## src/rtl/wic_pkg.sv

```systemverilog
package wic_pkg;
    localparam int A_STATUS   = 32'h310;
    localparam int A_ENABLE   = 32'h314;
    localparam int A_CLEAR    = 32'h318;
    localparam int A_ROUTE    = 32'h31C;
    localparam int A_CFG0     = 32'h330;
    localparam int CFG_STRIDE = 8;

    localparam int RT_PER_EXT  = 0;
    localparam int RT_PIN_EXT  = 8;
    localparam int RT_PER_WAKE = 16;
    localparam int RT_PIN_WAKE = 24;
    localparam int MAX_SRC     = 8;

    localparam logic [2:0] TRIG_LOW  = 3'd0;
    localparam logic [2:0] TRIG_HIGH = 3'd1;
    localparam logic [2:0] TRIG_FALL = 3'd2;
    localparam logic [2:0] TRIG_RISE = 3'd3;
    localparam logic [2:0] TRIG_NONE = 3'd4;
    localparam logic [2:0] TRIG_ANY  = 3'd6;

    // Implemented bits of the routing register
    function automatic logic [31:0] route_mask(input int npin, input int nper);
        logic [31:0] m;
        m = '0;
        for (int i = 0; i < MAX_SRC; i++) begin
            if (i < nper) begin
                m[RT_PER_EXT + i]  = 1'b1;
                m[RT_PER_WAKE + i] = 1'b1;
            end
            if (i < npin) begin
                m[RT_PIN_EXT + i]  = 1'b1;
                m[RT_PIN_WAKE + i] = 1'b1;
            end
        end
        return m;
    endfunction
endpackage

```

## src/rtl/wic_sync.sv

```systemverilog
module wic_sync #(
    parameter int W = 4
) (
    input  logic         clk,
    input  logic         rst_n,
    input  logic [W-1:0] async_in,
    output logic [W-1:0] cur,
    output logic [W-1:0] prev
);
    typedef struct packed {
        logic [W-1:0] s1;
        logic [W-1:0] s2;
        logic [W-1:0] prev;
    } sync_t;

    sync_t sync_d, sync_q;

    always_comb begin
        sync_d      = sync_q;
        sync_d.s1   = async_in;
        sync_d.s2   = sync_q.s1;
        sync_d.prev = sync_q.s2;
    end

    always_ff @(posedge clk or negedge rst_n) begin
        if (!rst_n) sync_q <= '0;
        else        sync_q <= sync_d;
    end

    assign cur  = sync_q.s2;
    assign prev = sync_q.prev;
endmodule

```

## src/rtl/wic_trig_detect.sv

```systemverilog
module wic_trig_detect
    import wic_pkg::*;
(
    input  logic       cur,
    input  logic       prev,
    input  logic [2:0] mode,
    input  logic       hold,
    output logic       hit
);
    logic raw;

    always_comb begin
        unique case (mode)
            TRIG_LOW:  raw = !cur;
            TRIG_HIGH: raw = cur;
            TRIG_FALL: raw = prev && !cur;
            TRIG_RISE: raw = !prev && cur;
            TRIG_ANY:  raw = prev ^ cur;
            default:   raw = 1'b0;
        endcase
        hit = raw && !hold;
    end
endmodule

```

## src/rtl/wic_route.sv

```systemverilog
module wic_route
    import wic_pkg::*;
#(
    parameter int N_PINS   = 4,
    parameter int N_PERIPH = 3
) (
    input  logic [N_PINS-1:0]   status,
    input  logic [N_PINS-1:0]   enable,
    input  logic [31:0]         route,
    input  logic [N_PERIPH-1:0] periph_irq,
    output logic                pin_irq_o,
    output logic [N_PERIPH-1:0] periph_irq_o,
    output logic                wake_o
);
    logic [N_PINS-1:0]   pin_ext_en, pin_wake_en;
    logic [N_PERIPH-1:0] per_ext_en, per_wake_en;

    always_comb begin
        pin_ext_en   = route[RT_PIN_EXT  +: N_PINS];
        pin_wake_en  = route[RT_PIN_WAKE +: N_PINS];
        per_ext_en   = route[RT_PER_EXT  +: N_PERIPH];
        per_wake_en  = route[RT_PER_WAKE +: N_PERIPH];
        pin_irq_o    = |(status & enable & pin_ext_en);
        periph_irq_o = periph_irq & per_ext_en;
        wake_o       = (|(periph_irq & per_wake_en)) | (|(status & pin_wake_en));
    end
endmodule

```

## src/rtl/wake_irq_ctrl.sv

```systemverilog
module wake_irq_ctrl
    import wic_pkg::*;
#(
    parameter int N_PINS   = 4,
    parameter int N_PERIPH = 3,
    parameter int ADDR_W   = 12
) (
    input  logic                clk,
    input  logic                rst_n,
    input  logic [ADDR_W-1:0]   reg_addr,
    input  logic                reg_wr,
    input  logic [31:0]         reg_wdata,
    output logic [31:0]         reg_rdata,
    input  logic [N_PINS-1:0]   wake_pin,
    input  logic [N_PERIPH-1:0] periph_irq,
    output logic                pin_irq_o,
    output logic [N_PERIPH-1:0] periph_irq_o,
    output logic                wake_o
);
    localparam logic [31:0] ROUTE_MASK = route_mask(N_PINS, N_PERIPH);
    localparam int          MODE_W     = 3 * N_PINS;

    typedef struct packed {
        logic [N_PINS-1:0] status;
        logic [N_PINS-1:0] enable;
        logic [N_PINS-1:0] prst;
        logic [MODE_W-1:0] mode;
        logic [31:0]       route;
    } regs_t;

    regs_t regs_d, regs_q;

    logic [N_PINS-1:0] pin_cur, pin_prev, pin_hit;
    logic [N_PINS-1:0] status_vec, prst_vec;
    logic [MODE_W-1:0] mode_flat;
    logic              wr_enable, wr_clear, wr_route;
    logic [N_PINS-1:0] clr_mask;

    wic_sync #(.W(N_PINS)) u_sync (
        .clk      (clk),
        .rst_n    (rst_n),
        .async_in (wake_pin),
        .cur      (pin_cur),
        .prev     (pin_prev)
    );

    for (genvar g = 0; g < N_PINS; g++) begin : g_pin
        wic_trig_detect u_det (
            .cur  (pin_cur[g]),
            .prev (pin_prev[g]),
            .mode (regs_q.mode[3*g +: 3]),
            .hold (regs_q.prst[g]),
            .hit  (pin_hit[g])
        );
    end

    assign status_vec = regs_q.status;
    assign prst_vec   = regs_q.prst;
    assign mode_flat  = regs_q.mode;

    always_comb begin
        wr_enable = reg_wr && (reg_addr == ADDR_W'(A_ENABLE));
        wr_clear  = reg_wr && (reg_addr == ADDR_W'(A_CLEAR));
        wr_route  = reg_wr && (reg_addr == ADDR_W'(A_ROUTE));
        clr_mask  = wr_clear ? reg_wdata[N_PINS-1:0] : '0;
    end

    // Next-state: a trigger in the same cycle as a clear wins
    always_comb begin
        regs_d        = regs_q;
        regs_d.status = ((regs_q.status & ~clr_mask) | pin_hit) & ~regs_q.prst;
        if (wr_enable) regs_d.enable = reg_wdata[N_PINS-1:0];
        if (wr_route)  regs_d.route  = reg_wdata & ROUTE_MASK;
        for (int i = 0; i < N_PINS; i++) begin
            if (reg_wr && (reg_addr == ADDR_W'(A_CFG0 + CFG_STRIDE * i))) begin
                regs_d.mode[3*i +: 3] = reg_wdata[3:1];
                regs_d.prst[i]        = reg_wdata[4];
            end
        end
    end

    always_ff @(posedge clk or negedge rst_n) begin
        if (!rst_n) begin
            regs_q      <= '0;
            regs_q.mode <= {N_PINS{TRIG_NONE}};
        end else begin
            regs_q      <= regs_d;
        end
    end

    // Read multiplexer
    always_comb begin
        reg_rdata = '0;
        if (reg_addr == ADDR_W'(A_STATUS)) reg_rdata[N_PINS-1:0] = regs_q.status;
        if (reg_addr == ADDR_W'(A_ENABLE)) reg_rdata[N_PINS-1:0] = regs_q.enable;
        if (reg_addr == ADDR_W'(A_ROUTE))  reg_rdata             = regs_q.route;
        for (int i = 0; i < N_PINS; i++) begin
            if (reg_addr == ADDR_W'(A_CFG0 + CFG_STRIDE * i)) begin
                reg_rdata[0]   = pin_cur[i];
                reg_rdata[3:1] = regs_q.mode[3*i +: 3];
                reg_rdata[4]   = regs_q.prst[i];
            end
        end
    end

    wic_route #(.N_PINS(N_PINS), .N_PERIPH(N_PERIPH)) u_route (
        .status       (regs_q.status),
        .enable       (regs_q.enable),
        .route        (regs_q.route),
        .periph_irq   (periph_irq),
        .pin_irq_o    (pin_irq_o),
        .periph_irq_o (periph_irq_o),
        .wake_o       (wake_o)
    );
endmodule

```

## config.mk

```make
export PLATFORM = sky130hd
export DESIGN_NAME = wake_irq_ctrl
export DESIGN_NICKNAME = d
export VERILOG_FILES = /design/src/rtl/wic_pkg.sv /design/src/rtl/wic_sync.sv /design/src/rtl/wic_trig_detect.sv /design/src/rtl/wic_route.sv /design/src/rtl/wake_irq_ctrl.sv
export SDC_FILE = /design/constraint.sdc
export NUM_CORES = 1
export LEC_CHECK = 0
export CAP_MARGIN = 20
export CORE_MARGIN = 5
export CORE_UTILIZATION = 55
export CTS_CLUSTER_SIZE = 12
export DETAILED_ROUTE_END_ITERATION = 10
export DONT_BUFFER_PORTS = 1
export PLACE_DENSITY = 0.78
export SLEW_MARGIN = 5
export SYNTH_ARGS = -nofsm -noshare
export SYNTH_HDL_FRONTEND = slang
export SYNTH_HIERARCHICAL = 1
export SYNTH_SLANG_ARGS = --single-unit
export TNS_END_PERCENT = 5
```

## constraint.sdc

```tcl
create_clock -name clk -period 4.03 [get_ports clk]
set_input_delay 0.806 -clock clk [delete_from_list [all_inputs] [get_ports clk]]
set_output_delay 0.806 -clock clk [all_outputs]
set_load 0.02 [all_outputs]
```

==> metrics.md, run 1 <==
| Metric | Value |
|---|---|
| Status | `complete, no violations` |
| GRT overflow | `0` |
| Final period util | `0.786` |
| Gr usage total | `0.176` |
| Postcts setup bufs | `0` |
| Worst skew pair latency | `0.30 ns` |
| Fin Setup TNS | `0 ns` |
| Post-DP Area | `2890 sq um` |
| Row count | `26` |
| Slew @ Worst Pin | `0.548 ns` |
| Register area | `1260 sq um` |
| Crit-path max cell delay | `0.44 ns` |
| Seq cells post-synth | `50` |
| Post-route design area | `2980 sq um` |
| Synth Flop Type | `dfrtp_1` |
| Skew final | `0.00540 ns` |
| Hpwl dp | `4540 um` |
| HP Class | `in -> async` |
| Total CTS buffers | `5` |
| Gate Count Post-Synth | `262` |
| Final setup violation count | `0` |
| Initial antenna violation count | `0` |
| Vias in the first global route | `1863` |
| Via-per-instance ratio | `5.92` |
| Yosys top cell area share | `0.392` |
| Synth cell count leaders | `dfrtp_1 (46), mux2_2 (29), buf_4 (20)` |
| Slowest cell on crit path | `or3_2` |
| R2R cell count | `6` |
| Worst slack at placement | `0.902 ns` |
| Dpl cells | `322` |
| Final hold slack | `0.188 ns` |
| CTS clk-pin slew, worst paths | `0.08 ns` |
| Final hold vios | `0` |
| Clock tree sinks | `50` |
| IO buf count | `0` |
| CTS tree | `yes` |
| VDD IR max | `0.000255 V` |
| Height of the die | `83.1 um` |
| Unrepaired setup endpoints after global routing | `no` |
| Largest net degree at the start of global routing | `51` |
| P per Cell Area | `292 nW/um^2` |
| Syn Area/Cell | `11.2 sq um` |
| Clock buffer depth | `2` |
| Routed Antenna Nets | `0` |
| CORE AREA | `5140 sq um` |
| Vias post-DR | `1954` |
| DR iter-0 viols | `131` |
| CP Class | `in -> out` |
| Largest cells by area after synthesis | `dfrtp_1 (39%), mux2_2 (11%), buf_4 (5.1%), mux2_4 (5.1%), dfstp_2 (3.6%)` |
| Clock period minus worst slack | `3.17 ns` |
| Area leader, netlist | `dfrtp_1` |
| Final net count | `321` |
| YS warnings | `6` |
| Starting Density | `0.571` |
| DRT Pass-1 Iters | `4` |
| Post-detailed-routing wire length | `6040 um` |
| Number of distinct library cells after synthesis | `46` |
| Layout cells sized above 1 | `0.235` |
| Die Wd | `83.1 um` |
| Routability cong. | `0.896` |
| Multi-input gate area | `1470 sq um` |
| Final worst-path setup slack | `0.864 ns` |
| I/O pin count | `91` |
| Residual DRC count | `0` |
| # Max-Cap Violations | `0` |
| Worst Path Max Fanout | `7` |
| Slew Limit Fails | `0` |
| CP required | `3.22 ns` |
| Non-filler cells, final | `330` |
| Layout fillers | `434` |
| PostCTS Resize Cnt | `0` |
| Crit path capture type | `output port` |
| Crit path arrival time | `2.36 ns` |
| Most numerous cell in the Yosys netlist | `dfrtp_1` |
| Synth Cell Area | `2940 sq um` |
| DR WL/cell | `18.3 um` |
| Post-synthesis sequential area ratio | `0.428` |
| P_leak | `1.33 nW` |
| Slew HR | `0.632` |
| Clock root buffer | `clkbuf_8` |
| Area grow syn2layout | `1.53%` |
| Fmax | `316 MHz` |
| Register-to-Register Setup Slack | `2.35 ns` |
| Asr flop ratio synth | `1.00` |
| Die area | `6900 sq um` |
| Crit start category | `primary input` |
| Hold buffers post-CTS | `0` |
| Htree depth | `2` |
| Diode count | `0` |
| Number of flops mapped to enable cells by yosys | `0` |
| Reg2reg start | `u_sync/cur[3]` |
| First-pass GRT wire length | `9760 um` |
| Crit path cell chain | `or3b_4 -> or3_2 -> o22ai_1 -> a32oi_1 -> nor2b_1` |
| RR Endpoint | `status_vec[3]` |
metrics by stage:
step / utilization / total power (W)
after global placement: 0.562 / 0.000575
after global routing: 0.580 / 0.000903
after detailed placement: 0.562 / 0.000577
after CTS: 0.580 / 0.000873
after floorplan: - / 0.000587
final: 0.580 / 0.000869
area by class of cell:
| cell class | instances | area share |
|---|---|---|
| clock buffer | 7 | 0.0290 |
| clock inverter | 1 | 0.00168 |
| inverter | 13 | 0.0164 |
| multi-input combinational | 186 | 0.495 |
| sequential | 50 | 0.421 |
| tap | 70 | 0.0294 |
| timing repair buffer | 3 | 0.00756 |
cell usage in the layout (no fill, tap or decap), types with 6 or more instances in the layout:
cell type / n
dfrtp_1: 46
mux2_2: 29
conb_1: 16
and2_1: 15
nor2_1: 13
inv_1: 13
mux2_4: 10
ha_1: 8
o21ai_0: 7
nand3_1: 7
nor3_1: 6
nand2_1: 6
clkbuf_8: 6
worst max path at each step:
stage	endpoint	startpoint	cells past startpoint	slack (ns)
2_1_floorplan	reg_rdata[1]	reg_addr[5]	5	1.03
3_3_place_gp	reg_rdata[2]	reg_addr[5]	5	0.90
3_5_place_dp	reg_rdata[8]	reg_addr[5]	5	0.90
4_1_cts	reg_rdata[8]	reg_addr[5]	5	0.89
5_1_grt	reg_rdata[8]	reg_addr[5]	5	0.69
6_report	reg_rdata[1]	reg_addr[5]	5	0.86
worst max-delay path, delay by kind of cell:
| kind | cells | cell delay (ns) |
|---|---|---|
| AO/OA/AOI/OAI | 2 | 0.31 |
| AND/OR/NAND/NOR | 3 | 1.25 |
power by group:
group / leakage, nW / switching (W) / total [W] / internal [W]
clock network: 0.0482 / 0.000162 / 0.000301 / 0.000139
logic: 0.646 / 0.0000331 / 0.0000520 / 0.0000189
registers: 0.635 / 0.00000662 / 0.000516 / 0.000510
total: 1.33 / 0.000202 / 0.000869 / 0.000667
per-layer routing:
metal	GRT usage	vias to the layer above	part of all wire
met1	0.236	944	0.44
li1	-	909	-
met4	0.0505	0	0.0098
met2	0.259	94	0.44
met3	0.0743	7	0.12
met5	0	-	0
logic make-up (layout without fill, tap and decap cells):
family | count (synthesis) | in the layout | share of synthesized area
fa+ha+maj | 8 | 8 | 0.0341
mux | 43 | 43 | 0.178
flops | 50 | 50 | 0.428
other cells | 1 | 16 | 0.00128
compound gates | 42 | 42 | 0.0993
simple gates | 77 | 77 | 0.171
buf+inv | 41 | 24 | 0.0891
sequential cells by signal (all words and copies together), names as in the netlist:
| signal | cells |
|---|---|
| mode_flat | 12 |
| prst_vec | 4 |
| regs_q | 18 |
| status_vec | 4 |
| u_sync/cur | 4 |
| u_sync/prev | 4 |
| u_sync/sync_d | 4 |
Note: power is estimated with default switching activity, not from simulation.
==> run 2, diff against run 1 <==
Settings changed: PLACE_DENSITY 0.78 to 0.81.
Clock period 4.03 ns to 2.8 ns, I/O delays scaled along.
==> metrics.md, run 2 (synthesis results as in run 1) <==
| Metric | Value |
|---|---|
| Most flop-heavy register | `regs_q` |
| Die Wd | `83.1 um (unchanged)` |
| CTS clk-pin slew, worst paths | `0.08 ns (about the same)` |
| I/O pin count | `91 (unchanged)` |
| Htree depth | `2 (unchanged)` |
| Non-filler cells, final | `335 (+1.5%)` |
| Most frequent cells in the layout | `dfrtp_1 (46), mux2_2 (29), conb_1 (16)` |
| Clock period minus worst slack | `2.60 ns` |
| P_leak | `1.36 nW (+2.5%)` |
| Height of the die | `83.1 um (unchanged)` |
| Total CTS buffers | `5 (unchanged)` |
| DR WL/cell | `18.2 um (-0.47%)` |
| Vias post-DR | `1984 (+1.5%)` |
| PostCTS Resize Cnt | `0 (unchanged)` |
| Buf+Inv Stages, Crit Path | `1 (+1)` |
| Initial antenna violation count | `0 (unchanged)` |
| Slew @ Worst Pin | `0.525 ns (-0.0224 ns)` |
| Area grow syn2layout | `3.62%` |
| DR iter-0 viols | `99 (-24%)` |
| Diode count | `0 (unchanged)` |
| Clock buffer depth | `2 (unchanged)` |
| IO buf count | `0 (unchanged)` |
| CTS tree | `yes` |
| Vias in the first global route | `1901 (+2.0%)` |
| Hpwl dp | `4560 um (+0.54%)` |
| Worst Path Max Fanout | `7 (unchanged)` |
| Crit path capture type | `output port` |
| Routed Antenna Nets | `0 (unchanged)` |
| CP required | `2.24 ns (-0.98 ns)` |
| # Max-Cap Violations | `0 (unchanged)` |
| Via-per-instance ratio | `5.92 (about the same)` |
| Layout fillers | `419 (-3.5%)` |
| Fmax | `385 MHz` |
| Crit path max-delay family | `simple AND/OR/NAND/NOR gates` |
| Util after Layout | `0.592 (+0.0119)` |
| Multi-input gate area | `1470 sq um (unchanged)` |
| Status | `complete, no violations` |
| Crit path cell chain | `or3b_4 -> or3_2 -> o22ai_1 -> a32oi_1 -> nor2b_1 -> buf_4` |
| P per Cell Area | `413 nW/um^2 (+42%)` |
| Routability cong. | `0.856 (-4.5%)` |
| Final hold vios | `0 (unchanged)` |
| Clock tree sinks | `50 (unchanged)` |
| Clock root buffer | `clkbuf_8` |
| Skew final | `0.00413 ns (-0.00127 ns)` |
| Dpl cells | `326 (+1.2%)` |
| Final period util | `0.927` |
| Gr usage total | `0.178 (+0.00206)` |
| CP Class | `in -> out` |
| CORE AREA | `5140 sq um (unchanged)` |
| HP Class | `in -> async` |
| Crit-path max cell delay | `0.44 ns (about the same)` |
| Number of flip-flops in the largest register | `18 (unchanged)` |
| Largest net degree at the start of global routing | `47 (-7.8%)` |
| Register area | `1260 sq um (unchanged)` |
| Crit start category | `primary input` |
| Die area | `6900 sq um (unchanged)` |
| Crit path arrival time | `2.04 ns (-0.32 ns)` |
| Worst skew pair latency | `0.29 ns (about the same)` |
| Layout cells sized above 1 | `0.253 (+0.0182)` |
| Starting Density | `0.571 (unchanged)` |
| GRT overflow | `0 (unchanged)` |
| Final hold slack | `0.0986 ns (-0.0896 ns)` |
| Final setup violation count | `0 (unchanged)` |
| VDD IR max | `0.000356 V (+40%)` |
| First-pass GRT wire length | `9980 um (+2.3%)` |
| Fin Setup TNS | `0 ns (unchanged)` |
| Slew HR | `0.649 (+0.0168)` |
| Slew Limit Fails | `0 (unchanged)` |
| Commonest non-fill, non-tap cell in the layout | `dfrtp_1` |
| Residual DRC count | `0 (unchanged)` |
| Final net count | `326 (+1.6%)` |
| DRT Pass-1 Iters | `4 (unchanged)` |
| Post-detailed-routing wire length | `6110 um (+1.0%)` |
| Slowest cell on crit path | `or3_2` |
| Unrepaired setup endpoints after global routing | `no` |
| Row count | `26 (unchanged)` |
## run 2: per-stage QoR
step           total power, W  instance area, sq um  setup slack [ns]
2_1_floorplan        0.000845                  2990             0.296
3_3_place_gp         0.000828                  2920             0.248
3_5_place_dp         0.000830                  2920             0.261
4_1_cts               0.00127                  3040             0.247
5_1_grt               0.00132                  3040             0.136
6_report              0.00126                  3040             0.205
## run 2: area by class of cell
type | count | share of cell area
clock inverter | 2 | 0.00411
timing repair buffer | 8 | 0.0263
inverter | 13 | 0.0160
tap | 70 | 0.0288
multi-input combinational | 186 | 0.485
clock buffer | 6 | 0.0271
sequential | 50 | 0.413
## run 2: metal layers
layer	part of all wire	vias up	GRT usage
met5	0	-	0
met4	0.0085	0	0.0401
met3	0.096	7	0.0614
met2	0.46	91	0.277
met1	0.44	968	0.240
li1	-	918	-
## run 2: final timing paths
kind                             startpoint  depth (start not counted)          endpoint  slack [ns]
min reg2reg                u_sync/sync_d[4]                          0     u_sync/cur[0]        0.35
min in group clk                wake_pin[3]                          0  u_sync/sync_d[7]        0.29
max reg2reg                   u_sync/cur[2]                          6     status_vec[2]        1.14
max in group asynchronous             rst_n                          1       prst_vec[2]        2.50
max                             reg_addr[5]                          6      reg_rdata[2]        0.20
min                                   rst_n                          0      mode_flat[5]         0.1
## run 2: power breakdown
group	leakage (nW)	total [W]	switching, W	internal, W
clock	0.0472	0.000423	0.000224	0.000199
combinational	0.680	0.0000915	0.0000598	0.0000316
sequential	0.635	0.000742	0.00000916	0.000733
## run 2: worst reg2reg max path, stage by stage, from the launching register on
cell and delay, ns:
dfrtp_1 0.45, inv_1 0.09, ha_1 0.29, nand4bb_1 0.18
a31oi_1 0.24, inv_1 0.07, a311oi_1 0.25
## run 2: timing repair
action,4_1_cts,5_1_grt
setup buffers,0,0
hold buffers,1,0
endpoints found under the setup margin,0,0
hold endpoints to repair,46,0
==> run 3, diff against run 2 <==
Settings changed: CORE_MARGIN 5 to 4.
==> metrics.md, run 3 (synthesis results as in run 1) <==
| Metric | Value |
|---|---|
| Residual DRC count | `0 (unchanged)` |
| Slew Limit Fails | `0 (unchanged)` |
| Final hold vios | `0 (unchanged)` |
| Register-to-Register Setup Slack | `1.11 ns (-0.03 ns)` |
| Fmax | `382 MHz (-0.78%)` |
| Hpwl dp | `4730 um (+3.7%)` |
| Row count | `26 (unchanged)` |
| First-pass GRT wire length | `10100 um (+0.97%)` |
| CTS clk-pin slew, worst paths | `0.09 ns (about the same)` |
| Total CTS buffers | `5 (unchanged)` |
| Util after Layout | `0.599 (+0.00682)` |
| Most frequent cells in the layout | `dfrtp_1 (46), mux2_2 (29), conb_1 (16)` |
| Commonest non-fill, non-tap cell in the layout | `dfrtp_1` |
| Non-filler cells, final | `334 (-0.30%)` |
| Final period util | `0.934 (+0.00726)` |
| I/O pin count | `91 (unchanged)` |
| Die Wd | `81.1 um (-2.4%)` |
| Most flop-heavy register | `regs_q` |
| Fin Setup TNS | `0 ns (unchanged)` |
| Number of flip-flops in the largest register | `18 (unchanged)` |
| HP Class | `in -> async` |
| RR Endpoint | `status_vec[3]` |
| Post-DP Area | `2910 sq um (-0.26%)` |
| Gr usage total | `0.204 (+0.0262)` |
| # Max-Cap Violations | `0 (unchanged)` |
| CP required | `2.24 ns (about the same)` |
| Routability cong. | `0.825 (-3.6%)` |
| DR WL/cell | `19.2 um (+5.2%)` |
| Reg2reg start | `u_sync/cur[3]` |
| Clock tree sinks | `50 (unchanged)` |
| CTS tree | `yes` |
| Height of the die | `81.1 um (-2.4%)` |
| Slew HR | `0.625 (-0.0236)` |
| Clock buffer depth | `2 (unchanged)` |
| Skew final | `0.00974 ns (+0.00561 ns)` |
| Largest net degree at the start of global routing | `47 (unchanged)` |
| Crit start category | `primary input` |
| Initial antenna violation count | `0 (unchanged)` |
| IO buf count | `0 (unchanged)` |
| Post-detailed-routing wire length | `6400 um (+4.8%)` |
| Htree depth | `2 (unchanged)` |
| PostCTS Resize Cnt | `0 (unchanged)` |
| Final net count | `325 (-0.31%)` |
| Diode count | `0 (unchanged)` |
| GRT overflow | `0 (unchanged)` |
| Status | `complete, no violations` |
| Worst skew pair latency | `0.30 ns (about the same)` |
| Final setup violation count | `0 (unchanged)` |
| CORE AREA | `5140 sq um (unchanged)` |
| Clock period minus worst slack | `2.62 ns (+0.0203 ns)` |
| DRT Pass-1 Iters | `4 (unchanged)` |
| Die area | `6570 sq um (-4.8%)` |
| Vias post-DR | `1994 (+0.50%)` |
| Worst Path Max Fanout | `7 (unchanged)` |
| Layout cells sized above 1 | `0.250 (-0.00283)` |
| Crit path arrival time | `2.06 ns (+0.02 ns)` |
| Starting Density | `0.571 (unchanged)` |
| Routed Antenna Nets | `0 (unchanged)` |
| Slowest cell on crit path | `or3_2` |
| Dpl cells | `325 (-0.31%)` |
| CP Class | `in -> out` |
| Post-route design area | `3080 sq um (+1.2%)` |
| Clock root buffer | `clkbuf_8` |
| Via-per-instance ratio | `5.97 (+0.80%)` |
| Crit path cell chain | `or3b_4 -> or3_2 -> o22ai_1 -> a32oi_1 -> nor2b_1 -> buf_4` |
| P per Cell Area | `465 nW/um^2 (+12%)` |
| R2R cell count | `6 (unchanged)` |
| VDD IR max | `0.000287 V (-19%)` |
| Vias in the first global route | `1963 (+3.3%)` |
| Area grow syn2layout | `4.82%` |
| Crit path capture type | `output port` |
| Crit-path max cell delay | `0.44 ns (about the same)` |
| Slew @ Worst Pin | `0.558 ns (+0.0325 ns)` |
| Unrepaired setup endpoints after global routing | `no` |
| DR iter-0 viols | `85 (-14%)` |
| P_leak | `1.38 nW (+1.2%)` |
-- run 3: cell count changes in the layout (fill, tap and decap cells not counted), sizes merged --
cell	change
bufinv	+2
buf	-1
clkbuf	-1
clkinvlp	-1
-- run 3: stage by stage --
step / worst slack (ns) / power (W) / hold slack, ns
4_1_cts: 0.223 / 0.00144 / 0.0760
6_report: 0.184 / 0.00143 / 0.0840
3_3_place_gp: 0.252 / 0.000828 / 0.266
2_1_floorplan: 0.296 / 0.000845 / 0.264
5_1_grt: 0.0896 / 0.00149 / 0.0609
3_5_place_dp: 0.239 / 0.000831 / 0.266
-- run 3: area by class of cell --
class                   count  area [sq um]
clock buffers               5          68.8
clock inverters             3          68.8
fillers                   430          2060
inverters                  13          48.8
multi-input cells         186          1470
flip-flops and latches     50          1260
well taps                  70          87.6
repair buffers              7          72.6
-- run 3: worst max path at each step --
stage                     start            to  slack, ns  cells past startpoint
floorplan           reg_addr[5]  reg_rdata[1]       0.30                      5
global placement    reg_addr[5]  reg_rdata[2]       0.25                      6
detailed placement  reg_addr[5]  reg_rdata[1]       0.24                      6
CTS                 reg_addr[5]  reg_rdata[1]       0.22                      6
global route        reg_addr[5]  reg_rdata[1]       0.09                      6
finish              reg_addr[5]  reg_rdata[1]       0.18                      6
-- run 3: worst max-delay path: cells and delay by family --
| family | cells | cell delay, ns |
|---|---|---|
| compound gates | 2 | 0.30 |
| simple gates | 3 | 1.02 |
| buf+inv | 1 | 0.17 |
-- run 3: report_power, final --
| part | internal [W] | switching [W] |
|---|---|---|
| sequential | 0.000733 | 0.00000940 |
| clock | 0.000358 | 0.000237 |
| combinational | 0.0000314 | 0.0000604 |
| total | 0.00112 | 0.000307 |
-- run 3: what timing repair did --
item / in CTS / in global routing
setup buffers: 0 / 0
endpoints found under the hold margin: 46 / 0
hold buffers: 1 / 0
-- run 3: per-layer routing --
| metal | vias to the layer above | track usage | wire length [um] |
|---|---|---|---|
| li1 | 917 | - | - |
| met1 | 964 | 0.252 | 2560 |
| met2 | 102 | 0.337 | 3030 |
| met3 | 11 | 0.0765 | 736 |
| met4 | 0 | 0.0541 | 78 |
| met5 | - | 0 | 0 |
